## src/rtl/mon_unlock_pkg.sv

```systemverilog
package mon_unlock_pkg;
  typedef logic [7:0] byte_t;
  localparam byte_t POISON_BYTE = 8'hAD;
endpackage

```

## src/rtl/mon_rst_sync.sv

```systemverilog
module mon_rst_sync (
  input  logic clk,
  input  logic arst_n,
  output logic rst_n_o
);
  logic [1:0] sync_q;

  always_ff @(posedge clk or negedge arst_n) begin
    if (!arst_n) sync_q <= 2'b00;
    else         sync_q <= {sync_q[0], 1'b1};
  end

  assign rst_n_o = sync_q[1];
endmodule

```

## src/rtl/mon_key_check.sv

```systemverilog
module mon_key_check
  import mon_unlock_pkg::*;
#(
  parameter int                     KEY_BYTES = 8,
  parameter logic [KEY_BYTES*8-1:0] KEY_INIT  = '1
) (
  input  logic  clk,
  input  logic  rst_n,
  input  logic  rx_valid,
  input  byte_t rx_data,
  input  logic  erase_req,
  output logic  done_o,
  output logic  pass_o,
  output logic  last_o
);
  localparam int IDX_W = (KEY_BYTES > 1) ? $clog2(KEY_BYTES) : 1;
  localparam logic [IDX_W-1:0] LAST_IDX = IDX_W'(KEY_BYTES - 1);

  logic [KEY_BYTES-1:0][7:0] bank_q, bank_d;
  logic [IDX_W-1:0]          idx_q, idx_d;
  logic                      run_q, run_d;
  logic                      done_q, done_d;
  logic                      pass_q, pass_d;
  logic                      accept, byte_eq;

  assign accept  = rx_valid && !done_q;
  assign byte_eq = (rx_data == bank_q[idx_q]);

  always_comb begin
    bank_d = bank_q;
    idx_d  = idx_q;
    run_d  = run_q;
    done_d = done_q;
    pass_d = pass_q;
    if (erase_req) bank_d = '1;
    if (accept) begin
      run_d = run_q & byte_eq;
      if (idx_q == LAST_IDX) begin
        done_d = 1'b1;
        pass_d = run_q & byte_eq;
      end else begin
        idx_d = idx_q + 1'b1;
      end
    end
  end

  always_ff @(posedge clk or negedge rst_n) begin
    if (!rst_n) begin
      bank_q <= KEY_INIT;
      idx_q  <= '0;
      run_q  <= 1'b1;
      done_q <= 1'b0;
      pass_q <= 1'b0;
    end else begin
      bank_q <= bank_d;
      idx_q  <= idx_d;
      run_q  <= run_d;
      done_q <= done_d;
      pass_q <= pass_d;
    end
  end

  assign done_o = done_q;
  assign pass_o = pass_q;
  assign last_o = accept && (idx_q == LAST_IDX);
endmodule

```

## src/rtl/mon_echo_break.sv

```systemverilog
module mon_echo_break
  import mon_unlock_pkg::*;
#(
  parameter int ECHO_DLY = 4
) (
  input  logic  clk,
  input  logic  rst_n,
  input  logic  rx_valid,
  input  byte_t rx_data,
  input  logic  rx_last,
  output logic  echo_valid,
  output byte_t echo_data,
  output logic  break_req
);
  localparam int CNT_W = (ECHO_DLY > 1) ? $clog2(ECHO_DLY) : 1;
  localparam logic [CNT_W-1:0] CNT_LOAD = CNT_W'(ECHO_DLY - 1);

  logic             pend_q, pend_d;
  logic             last_q, last_d;
  logic [CNT_W-1:0] cnt_q, cnt_d;
  byte_t            hold_q, hold_d;
  logic             brk_q, brk_d;
  logic             fire;

  assign fire = pend_q && (cnt_q == '0);

  always_comb begin
    pend_d = pend_q;
    last_d = last_q;
    cnt_d  = cnt_q;
    hold_d = hold_q;
    brk_d  = fire && last_q;
    if (rx_valid) begin
      pend_d = 1'b1;
      last_d = rx_last;
      cnt_d  = CNT_LOAD;
      hold_d = rx_data;
    end else if (fire) begin
      pend_d = 1'b0;
      last_d = 1'b0;
    end else if (pend_q) begin
      cnt_d = cnt_q - 1'b1;
    end
  end

  always_ff @(posedge clk or negedge rst_n) begin
    if (!rst_n) begin
      pend_q <= 1'b0;
      last_q <= 1'b0;
      cnt_q  <= '0;
      hold_q <= '0;
      brk_q  <= 1'b0;
    end else begin
      pend_q <= pend_d;
      last_q <= last_d;
      cnt_q  <= cnt_d;
      hold_q <= hold_d;
      brk_q  <= brk_d;
    end
  end

  assign echo_valid = fire;
  assign echo_data  = hold_q;
  assign break_req  = brk_q;
endmodule

```

## src/rtl/mon_unlock.sv

```systemverilog
module mon_unlock
  import mon_unlock_pkg::*;
#(
  parameter int                     KEY_BYTES  = 8,
  parameter logic [KEY_BYTES*8-1:0] KEY_INIT   = 64'h3C96_E17B_5AD2_0F48,
  parameter int                     ECHO_DLY   = 4,
  parameter int                     STATUS_BIT = 6
) (
  input  logic       clk,
  input  logic       por_n,
  input  logic       rst_n,
  input  logic       rx_valid,
  input  logic [7:0] rx_data,
  input  logic       erase_req,
  output logic       echo_valid,
  output logic [7:0] echo_data,
  output logic       break_req,
  output logic       cmd_valid,
  output logic [7:0] cmd_data,
  output logic [7:0] status,
  input  logic       rd_prot,
  input  logic [7:0] mem_rd_data,
  output logic [7:0] rd_data,
  input  logic       fetch_prot,
  output logic       illegal_rst
);
  logic por_sync_n, sys_sync_n;
  logic sec_done, sec_pass, key_last;

  mon_rst_sync u_por_sync (.clk(clk), .arst_n(por_n),          .rst_n_o(por_sync_n));
  mon_rst_sync u_sys_sync (.clk(clk), .arst_n(por_n && rst_n), .rst_n_o(sys_sync_n));

  mon_key_check #(.KEY_BYTES(KEY_BYTES), .KEY_INIT(KEY_INIT)) u_key (
    .clk(clk), .rst_n(por_sync_n), .rx_valid(rx_valid), .rx_data(rx_data),
    .erase_req(erase_req), .done_o(sec_done), .pass_o(sec_pass), .last_o(key_last)
  );

  mon_echo_break #(.ECHO_DLY(ECHO_DLY)) u_echo (
    .clk(clk), .rst_n(sys_sync_n), .rx_valid(rx_valid), .rx_data(rx_data),
    .rx_last(key_last), .echo_valid(echo_valid), .echo_data(echo_data),
    .break_req(break_req)
  );

  assign cmd_valid   = rx_valid && sec_done;
  assign cmd_data    = rx_data;
  assign rd_data     = (rd_prot && !sec_pass) ? POISON_BYTE : mem_rd_data;
  assign illegal_rst = fetch_prot && !sec_pass;

  always_comb begin
    status             = '0;
    status[STATUS_BIT] = sec_pass;
  end
endmodule

```

## config.mk

```make
export PLATFORM = sky130hd
export DESIGN_NAME = mon_unlock
export DESIGN_NICKNAME = d
export VERILOG_FILES = /design/src/rtl/mon_unlock_pkg.sv /design/src/rtl/mon_rst_sync.sv /design/src/rtl/mon_key_check.sv /design/src/rtl/mon_echo_break.sv /design/src/rtl/mon_unlock.sv
export SDC_FILE = /design/constraint.sdc
export NUM_CORES = 1
export LEC_CHECK = 0
export ABC_AREA = 1
export BUFFER_PORTS_ARGS = -buffer_cell sky130_fd_sc_hd__buf_2
export CELL_PAD_IN_SITES_DETAIL_PLACEMENT = 2
export CELL_PAD_IN_SITES_GLOBAL_PLACEMENT = 2
export CORE_MARGIN = 8
export CORE_UTILIZATION = 28
export CTS_BUF_LIST = sky130_fd_sc_hd__clkbuf_2 sky130_fd_sc_hd__clkbuf_4 sky130_fd_sc_hd__clkbuf_8
export CTS_CLUSTER_DIAMETER = 30
export DETAILED_ROUTE_END_ITERATION = 8
export PLACE_DENSITY = 0.84
export SYNTH_ARGS = -nofsm -noshare
export SYNTH_HDL_FRONTEND = slang
export SYNTH_SLANG_ARGS = --single-unit
```

## constraint.sdc

```tcl
create_clock -name clk -period 1.4 [get_ports clk]
set_input_delay 0.07 -clock clk [delete_from_list [all_inputs] [get_ports clk]]
set_output_delay 0.07 -clock clk [all_outputs]
set_load 0.02 [all_outputs]
```

Word level (Yosys, flattened, before mapping) --
Cells that the tools add are included.
Cells by class: add/sub/neg operators 2, order comparisons 1, equality and inequality tests 3, mux-type cells 9, bitwise operators 2, reduce and logical (&&, ||, !) cells 16
Operators with widths (count):
- binary-select mux 8 bit (select 3 bit) | 1
- 2-to-1 mux 8 bit | 2
- equality test 8 bit | 1
- logical AND 1 bit | 8
- 2-to-1 mux 2 bit | 3
- AND reduction 2 bit | 3
- < comparator 3 x 4 -> 1 bit, second input constant | 1
- nonzero test 2 bit | 2
- adder 3 x 1 -> 3 bit, second input constant | 1
- equality test 3 bit, second input constant | 1
- 2-to-1 mux 1 bit | 3
- logical NOT 1 bit | 2
- logical NOT 2 bit | 1
- inequality test 2 bit, second input constant | 1
- subtractor 2 x 1 -> 2 bit, second input constant | 1
- AND 1 bit | 1
- inverter 1 bit | 1
Storage, ports and cells: register bits 26, input bits 23, output and inout bits 36, logic and storage cells 47

Depth between registers and ports, before layout --
Gate-level depths: netlist of the first run.
depth in word-level cells 4, gate-level depth with buffers 10, mapped depth without buffers 10

Hierarchy --
A second synthesis of the first run with hierarchy kept.
Unflattened totals: cells, all modules 191, area, all modules 1412.6 µm²
Modules (own cells, without submodules):
- mon_key_check | times used 1, cells an instance 84, area an instance 554.3 µm²
- mon_echo_break | times used 1, cells an instance 60, area an instance 530.5 µm²
- mon_unlock | times used 1, cells an instance 41, area an instance 220.2 µm²
- mon_rst_sync | times used 2, cells an instance 3, area an instance 53.8 µm²

Worst setup path before layout of the first run --
Ideal clock, no wire load.
path kind flip-flop to flip-flop, from register u_key.idx_q[2], to register u_key.run_q, data arrival time 1204 ps, required time 1332 ps, setup slack 128 ps, stages on the path, launching flop included 10, path buffers 0, cell sequence dfrtp_1 -> nor2_2 -> nand3_2 -> nand2_1 -> nand2_1 -> nand2_1 -> nand2_1 -> nor2_1 -> nand2_1 -> a21oi_2
On the way: word-level cells in the longest chain between the ends 4
Ends and longest elaborated chain:
- from (decl) | line mon_key_check.sv:20 | logic [IDX_W-1:0] idx_q, idx_d;
- from (signal assigned) | line mon_key_check.sv:56 | idx_q <= idx_d;
- binary-select mux 8 bit (select 3 bit) | line mon_key_check.sv:27 | assign byte_eq = (rx_data == bank_q[idx_q]);
- 2-to-1 mux 8 bit (implied by the code) | line mon_key_check.sv:27
- equality test 8 bit | line mon_key_check.sv:27
- AND 1 bit | line mon_key_check.sv:37 | run_d = run_q & byte_eq;
- to (signal assigned) | line mon_key_check.sv:57 | run_q <= run_d;
- to (decl) | line mon_key_check.sv:21 | logic run_q, run_d;
Every way passes these cells. The select of a mux whose other input is x is not followed. A chain may end at the register's enable or synchronous reset.

Final worst setup path of the first run --
Ends and elaborated chain as after synthesis.

==> PnR_summary.wiki, run 1 <==
{| class="wikitable"
! Metric !! Value
|-
| I/O pin total || 59
|-
| Minimum setup slack after placement || -0.167 ns
|-
| Number of inserted filler cells in the final layout || 587
|-
| Number of instances in the synthesized netlist || 185
|-
| # clock sinks || 24
|-
| Row Count || 25
|-
| Total of buffers placed on input and output ports || 51
|-
| Synthesis warning total || 0
|-
| Overall fraction of global-route tracks in use || roughly an eighth
|-
| Area growth from synthesis to final layout || 33.3%
|-
| Maximum number of pins on one net before global-route repair || 18
|-
| Depth of the CTS H-tree || 1
|-
| Number of storage elements in the synthesis netlist || 24
|-
| Post-synthesis instance area || 0.00140 mm2
|-
| CP startpoint kind || flip-flop
|-
| Crit-path leading delay family || simple AND/OR/NAND/NOR gates
|-
| Worst Tran Pin Value || just under 0.6 ns
|-
| Number of buffer and inverter instances along the worst setup path || 1
|-
| Vias in the first global route || ~1500
|-
| Final number of hold-violating endpoints || 0
|-
| Clock buffer count from CTS || 3
|-
| DR vias || 1347
|-
| Max Transition Viols Final || 0
|-
| Sum Neg Setup Slack || -0.109 ns
|-
| Antenna violation net count after detailed routing || 0
|-
| DIE AREA || 0.00750 mm2
|-
| CP max FO || 5
|-
| Total wirelength of the detailed-routed design || 4.54 mm
|-
| Die height || 86.6 um
|-
| Final setup violation count || 2
|-
| Final WS setup || -0.0959 ns
|-
| Detailed-router iteration count before antenna repair || 2
|-
| Simple-gate share of the synthesized area || between 20 and 30%
|-
| Setup repair after global routing missed its margin || true
|-
| CTS clock-pin slew for the worst setup and hold paths || around 0.090 ns
|-
| Post-route insts no fill || 306
|-
| Distinct cell type count of the synthesized netlist || 23
|-
| Final Critical Period || 1.50 ns
|-
| Global-route wire length before repair || around 7.1 mm
|-
| DR DRC count || 0
|-
| Root buf cell || sky130_fd_sc_hd__clkbuf_8
|-
| Area of the core region || approximately 0.0048 mm2
|-
| Slew Limit Headroom || around three fifths
|-
| Width of the chip || 86.6 um
|-
| Top achievable clock speed || roughly 670 MHz
|-
| Routed length per instance || 14.8 um
|-
| Detailed router's first-iteration violation count || 27
|-
| Violations in the final reports || setup timing
|-
| Mean cell area of the mapped netlist || 7.54 um2
|-
| Post-Synth XOR/XNOR Area || 1.26%
|-
| Required arrival time at the worst endpoint || 1.61 ns
|-
| Power density cells || 966 mW/mm2
|-
| Seq/Total Area, Yosys || 43.1%
|-
| Final core area utilization || 39.1%
|-
| Total of max-cap violations || 0
|-
| Initial core utilization || just under 30%
|-
| Placed Area || 0.00167 mm2
|-
| Later-pin clock latency in the skew report || 0.27 ns
|-
| Via density per instance || 4.40
|-
| Largest family of logic cells by synthesized area || simple AND/OR/NAND/NOR gates
|-
| Part of the cycle the worst path needs || 107%
|-
| Fin nets || 266
|-
| Result of the run || finished with violations
|-
| Global placement routability congestion || 0.739
|-
| Leakage || around 1.0 nW
|-
| Area of all placed cells without fillers || 0.00186 mm2
|-
| Initial antenna violation count || 0
|-
| Share of cells above drive strength 1 || 40.2%
|-
| Number of placed instances with taps included || between 200 and 300
|-
| Largest stage delay on the critical path || roughly 0.39 ns
|-
| Share of cell area taken by muxes after synthesis || 0%
|-
| TritonCTS clock tree || built
|-
| Number of diodes || 0
|-
| Worst setup EP type || flip-flop
|-
| IR drop worst, VDD || 0.330 mV
|-
| Post-synthesis compound-gate area fraction || slightly above 6%
|-
| Adder and majority cell fraction of the synthesized area || approximately 2.7%
|-
| Most common cell on crit path || sky130_fd_sc_hd__nand2_1
|-
| Worst hold path class || input pin to flip-flop
|-
| Worst setup path class || flip-flop to flip-flop
|-
| Worst path cell trace || buf_4 -> nor2_4 -> nand3_2 -> nand2_2 -> nand2_1 -> nand2_1 -> nand2_1 -> nor2_2 -> nand2_1 -> a21oi_2
|-
| HPWL Detailed || around 3.6 mm
|-
| Worst path arrival time || 1.71 ns
|-
| Critical Path Slowest Stage Cell || sky130_fd_sc_hd__dfrtp_1
|-
| Setup clock skew after layout || between 0.003 and 0.004 ns
|-
| Residual overflow from global routing || 0
|-
| Clk buf depth || 2
|}
state kept, by name, indices dropped and copies added, names as in the netlist, 2 cells and up:
signal / flops
u_por_sync.sync_q: 2
u_echo.echo_data: 8
u_key.idx_q: 3
u_echo.cnt_q: 2
u_sys_sync.sync_q: 2
worst paths after layout:
kind	startpoint	endpoint	slack [ns]	depth (start not counted)
setup / recovery	u_key.idx_q[2]	u_key.run_q	-0.1	10
hold reg to reg	u_por_sync.sync_q[1]	u_key.pass_o	0.12	0
hold / removal	rx_data[2]	u_echo.echo_data[2]	0.06	3
setup reg to reg	u_key.idx_q[2]	u_key.run_q	-0.1	10
max in group asynchronous	u_sys_sync.sync_q[1]	u_echo.last_q	0.78	0
min in group asynchronous	por_n	u_por_sync.sync_q[0]	0.12	2
report_power, final:
group / internal (mW) / total, mW / leakage (nW) / switching, mW
registers: 0.752 / 0.787 / 0.270 / 0.0357
clock network: 0.383 / 0.625 / 0.0357 / 0.242
logic: 0.136 / 0.385 / 0.719 / 0.249
total: 1.27 / 1.80 / 1.02 / 0.527
cells in the mapped netlist:
library cell | count | share of area, %
sky130_fd_sc_hd__nand2_1 | 49 | 13
sky130_fd_sc_hd__dfrtp_1 | 23 | 41
sky130_fd_sc_hd__inv_1 | 23 | 6.2
sky130_fd_sc_hd__buf_4 | 16 | 8.6
sky130_fd_sc_hd__nor2_1 | 16 | 4.3
sky130_fd_sc_hd__nand3_1 | 13 | 4.7
sky130_fd_sc_hd__o21ai_0 | 10 | 3.6
sky130_fd_sc_hd__or2_2 | 6 | 2.7
sky130_fd_sc_hd__inv_2 | 5 | 1.3
sky130_fd_sc_hd__a21oi_1 | 3 | 1.1
sky130_fd_sc_hd__ha_1 | 3 | 2.7
sky130_fd_sc_hd__nand3_2 | 3 | 2.2
sky130_fd_sc_hd__nand4_1 | 3 | 1.3
sky130_fd_sc_hd__conb_1 | 2 | 0.54
sky130_fd_sc_hd__xor2_1 | 2 | 1.3
sky130_fd_sc_hd__a21oi_2 | 1 | 0.63
sky130_fd_sc_hd__clkbuf_1 | 1 | 0.27
sky130_fd_sc_hd__dfstp_2 | 1 | 1.9
sky130_fd_sc_hd__nand2_2 | 1 | 0.45
sky130_fd_sc_hd__nand3b_1 | 1 | 0.54
sky130_fd_sc_hd__nor2_2 | 1 | 0.45
sky130_fd_sc_hd__o21ai_1 | 1 | 0.36
sky130_fd_sc_hd__o31ai_1 | 1 | 0.54
worst reg2reg max path: stages (launching register included):
cell and delay (ns):
sky130_fd_sc_hd__dfrtp_1 0.39, sky130_fd_sc_hd__buf_4 0.14, sky130_fd_sc_hd__nor2_4 0.17, sky130_fd_sc_hd__nand3_2 0.14
sky130_fd_sc_hd__nand2_2 0.09, sky130_fd_sc_hd__nand2_1 0.05, sky130_fd_sc_hd__nand2_1 0.06, sky130_fd_sc_hd__nand2_1 0.06
sky130_fd_sc_hd__nor2_2 0.12, sky130_fd_sc_hd__nand2_1 0.10, sky130_fd_sc_hd__a21oi_2 0.12
placed cells by master, fill, tap and decap left out, types with 2 or more instances in the layout:
cell	Yosys	final
sky130_fd_sc_hd__nand3_2	3	5
sky130_fd_sc_hd__dfrtp_1	23	20
sky130_fd_sc_hd__nor2_4	0	3
sky130_fd_sc_hd__nand3_1	13	11
sky130_fd_sc_hd__nand2_2	1	6
sky130_fd_sc_hd__nand4_1	3	3
sky130_fd_sc_hd__buf_2	0	51
sky130_fd_sc_hd__ha_1	3	2
sky130_fd_sc_hd__or2_2	6	6
sky130_fd_sc_hd__nor2_1	16	13
sky130_fd_sc_hd__a21oi_1	3	3
sky130_fd_sc_hd__dlygate4sd3_1	0	3
sky130_fd_sc_hd__clkbuf_8	0	3
sky130_fd_sc_hd__buf_4	16	5
sky130_fd_sc_hd__nand2_1	49	44
sky130_fd_sc_hd__conb_1	2	9
sky130_fd_sc_hd__inv_1	23	22
sky130_fd_sc_hd__inv_2	5	5
sky130_fd_sc_hd__o21ai_0	10	10
sky130_fd_sc_hd__dfrtp_2	0	3
per-stage QoR:
stage          hold slack [ns]  power (mW)
2_1_floorplan           -0.226        1.06
6_report                0.0567        1.80
4_1_cts                 0.0584        1.81
3_5_place_dp            -0.133        1.18
3_3_place_gp            -0.133        1.16
5_1_grt                 0.0695        1.89
routing by layer:
metal  wire, um  up-vias  GRT usage, %
li1           -      655             -
met1       1960      646          12.9
met2       2260       42          22.0
met3        270        4          2.74
met4         52        0          3.76
met5          0        -             0
logic make-up (layout without fill, tap and decap cells):
family	Yosys count	in the layout
compound gates	16	16
xor+xnor	2	2
fa+ha+maj	3	3
buf+inv	45	92
flops	24	24
other cells	2	9
simple gates	93	93
layout make-up:
cell class | instances | area [um2] | share of cell area (%)
multi-input cells | 123 | 657 | 35.3
flip-flops and latches | 24 | 606 | 32.6
repair buffers | 60 | 334 | 18.0
inverters | 28 | 108 | 5.79
well taps | 67 | 83.8 | 4.51
clock buffers | 3 | 41.3 | 2.22
clock inverters | 1 | 30.0 | 1.62
repair_timing:
action / CTS / global route
pin swaps: 1 / 0
buffers inserted: 1 / 1
endpoints found under the hold margin: 5 / 0
hold buffers: 3 / 0
gates resized for setup: 11 / 12
setup endpoints to repair: 8 / 11
Power figures use the tool's default switching activity.
==> run 2: changes to the inputs <==
Settings changed: CAP_MARGIN set to 20, CORE_ASPECT_RATIO set to 1.4.
==> run 2 against run 1 <==
  * The flow still finishes with violations (setup timing)
  * Final cell count is 0.65% lower
  * Fmax hardly changed
  * Combinational power is 1% higher
  * Worst setup slack worse by 0.0012 ns
  * Sequential power hardly changed
  * Clock power is 1% higher
  * Routed wire length is 7.7% higher
  * Clock-buffer cell count stayed put
  * Flip-flop and latch count stayed put
==> PnR_summary.wiki, run 2 (same netlist as run 1, synthesis figures left out) <==
{| class="wikitable"
! Metric !! Value
|-
| Net Sw Power || 0.537 mW
|-
| Area of the core region || approximately 0.0048 mm2
|-
| Length in cells of the worst reg-to-reg path || 9
|-
| Hold Worst Slack || 0.0409 ns
|-
| Clk buf depth || 2
|-
| Number of flip-flops in the largest register || 8
|-
| Setup repair after global routing missed its margin || true
|-
| CP startpoint kind || flip-flop
|-
| # clock sinks || 24
|-
| Worst path arrival time || 1.71 ns
|-
| Final Critical Period || 1.50 ns
|-
| Vias in the first global route || around 1500
|-
| HPWL Detailed || 3.71 mm
|-
| Total of buffers placed on input and output ports || 51
|-
| Clock buffer count from CTS || 3
|-
| Antenna violation net count after detailed routing || 0
|-
| Fin nets || 267
|-
| Final number of hold-violating endpoints || 0
|-
| Worst Tran Pin Value || between 0.5 and 0.6 ns
|-
| Width of the chip || 75.7 um
|-
| Root buf cell || sky130_fd_sc_hd__clkbuf_8
|-
| Depth of the CTS H-tree || 1
|-
| Area growth from synthesis to final layout || 36.2%
|-
| Later-pin clock latency in the skew report || between 0.2 and 0.3 ns
|-
| Worst setup EP type || flip-flop
|-
| CTS clock-pin slew for the worst setup and hold paths || 0.09 ns
|-
| Number of placed instances with taps included || 297
|-
| Tot Pwr || roughly 1.8 mW
|-
| Post-route insts no fill || around 300
|-
| Via density per instance || 4.62
|-
| Total wirelength of the detailed-routed design || 4.90 mm
|-
| Clock power share || 35.0%
|-
| Die height || 99.5 um
|-
| Worst hold path class || input pin to flip-flop
|-
| Number of logic stages on the critical path including buffering || 9
|-
| Portion of total power attributed to sequential cells || 43.5%
|-
| Internal Dissipation || about 1.3 mW
|-
| Max Transition Viols Final || 0
|-
| Global placement routability congestion || 0.812
|-
| Result of the run || finished with violations
|-
| Post-CTS Setup Inserts || 0
|-
| Initial antenna violation count || 0
|-
| Initial core utilization || ~29%
|-
| Worst hold path stage count || 2
|-
| Sum Neg Setup Slack || -0.152 ns
|-
| Number of diodes || 0
|-
| Commonest non-fill, non-tap cells in the layout || 51 x sky130_fd_sc_hd__buf_2, 38 x sky130_fd_sc_hd__nand2_1, 22 x sky130_fd_sc_hd__inv_1
|-
| Maximum number of pins on one net before global-route repair || 18
|-
| Routed length per instance || ~16 um
|-
| Sw Share || 29.7%
|-
| Share of cells above drive strength 1 || between 40 and 50%
|-
| IR drop worst, VDD || 0.525 mV
|-
| CP max FO || 5
|-
| TritonCTS clock tree || built
|-
| Row Count || 30
|-
| Final setup violation count || 2
|-
| Minimum setup slack after placement || -0.128 ns
|-
| Final core area utilization || 39.3%
|-
| DIE AREA || 0.00753 mm2
|-
| Total of max-cap violations || 0
|-
| Number of buffer and inverter instances along the worst setup path || 0
|-
| Required arrival time at the worst endpoint || 1.62 ns
|-
| Number of inserted filler cells in the final layout || ~570
|-
| Leakage || 1.03 nW
|-
| Setup clock skew after layout || around 0.0065 ns
|-
| I/O pin total || 59
|-
| Worst setup path class || flip-flop to flip-flop
|-
| Largest stage delay on the critical path || 0.47 ns
|-
| Residual overflow from global routing || 0
|-
| Most frequent standard cell in the layout excluding fill and tap cells || sky130_fd_sc_hd__buf_2
|-
| Final WS setup || -0.0971 ns
|-
| Area of all placed cells without fillers || roughly 0.0019 mm2
|-
| Global-route wire length before repair || 7.81 mm
|-
| Placed Area || 0.00169 mm2
|-
| Top achievable clock speed || approximately 670 MHz
|-
| Critical Path Slowest Stage Cell || sky130_fd_sc_hd__dfrtp_2
|-
| Crit-path leading delay family || simple AND/OR/NAND/NOR gates
|-
| Worst path cell trace || nor2_4 -> nand3_2 -> nand2_2 -> nand2_1 -> nand2_1 -> nand2_1 -> nor2_2 -> nand2_1 -> a21oi_2
|-
| Share of power burned in combinational logic || 21.5%
|-
| Most common cell on crit path || sky130_fd_sc_hd__nand2_1
|-
| Detailed router's first-iteration violation count || 29
|-
| Overall fraction of global-route tracks in use || 13.6%
|-
| DR vias || about 1400
|-
| DR DRC count || 0
|-
| Part of the cycle the worst path needs || 107%
|-
| Power density cells || 951 mW/mm2
|-
| Slew Limit Headroom || 64.7%
|-
| Violations in the final reports || setup timing
|-
| Detailed-router iteration count before antenna repair || 4
|}
==> run 2: path summary, 6_finish.rpt <==
check | from | endpoint | slack, ns
min reg2reg | u_por_sync.sync_q[1] | u_key.done_o | 0.14
min in group asynchronous | por_n | u_por_sync.sync_q[1] | 0.09
max reg2reg | u_key.bank_q[0] | u_key.run_q | -0.1
max | u_key.bank_q[0] | u_key.run_q | -0.1
max in group asynchronous | u_sys_sync.sync_q[1] | u_echo.echo_data[7] | 0.82
min | rx_valid | u_echo.last_q | 0.04
==> run 2: power groups by stage <==
| stage | logic [mW] | clock network (mW) | registers [mW] |
|---|---|---|---|
| global placement | 0.353 | 0 | 0.799 |
| floorplan | 0.239 | 0 | 0.820 |
| CTS | 0.391 | 0.648 | 0.788 |
| detailed placement | 0.378 | 0 | 0.802 |
| global route | 0.444 | 0.686 | 0.797 |
| finish | 0.389 | 0.632 | 0.787 |
==> run 2: layer usage <==
layer  routed length [um]  up-vias  global-route usage, %
met1                 1740      690                   13.3
met3                  332        9                   2.01
met2                 2660       51                   25.9
met5                    0        -                      0
li1                     -      654                      -
met4                  157        0                   6.84
==> run 2: repair_timing <==
item,4_1_cts,5_1_grt
endpoints found under the setup margin,11,10
hold buffers,3,0
pin swaps,11,8
endpoints found under the hold margin,5,0
resized for setup,27,9
==> run 2: cell type report <==
| cell class | count | area [um2] | area share, % |
|---|---|---|---|
| Inverter | 28 | 110 | 5.79 |
| Tap cell | 64 | 80.1 | 4.21 |
| Clock buffer | 3 | 41.3 | 2.17 |
| Multi-Input combinational cell | 123 | 687 | 36.1 |
| Clock inverter | 1 | 30.0 | 1.58 |
| Sequential cell | 24 | 607 | 31.9 |
| Timing Repair Buffer | 61 | 345 | 18.2 |
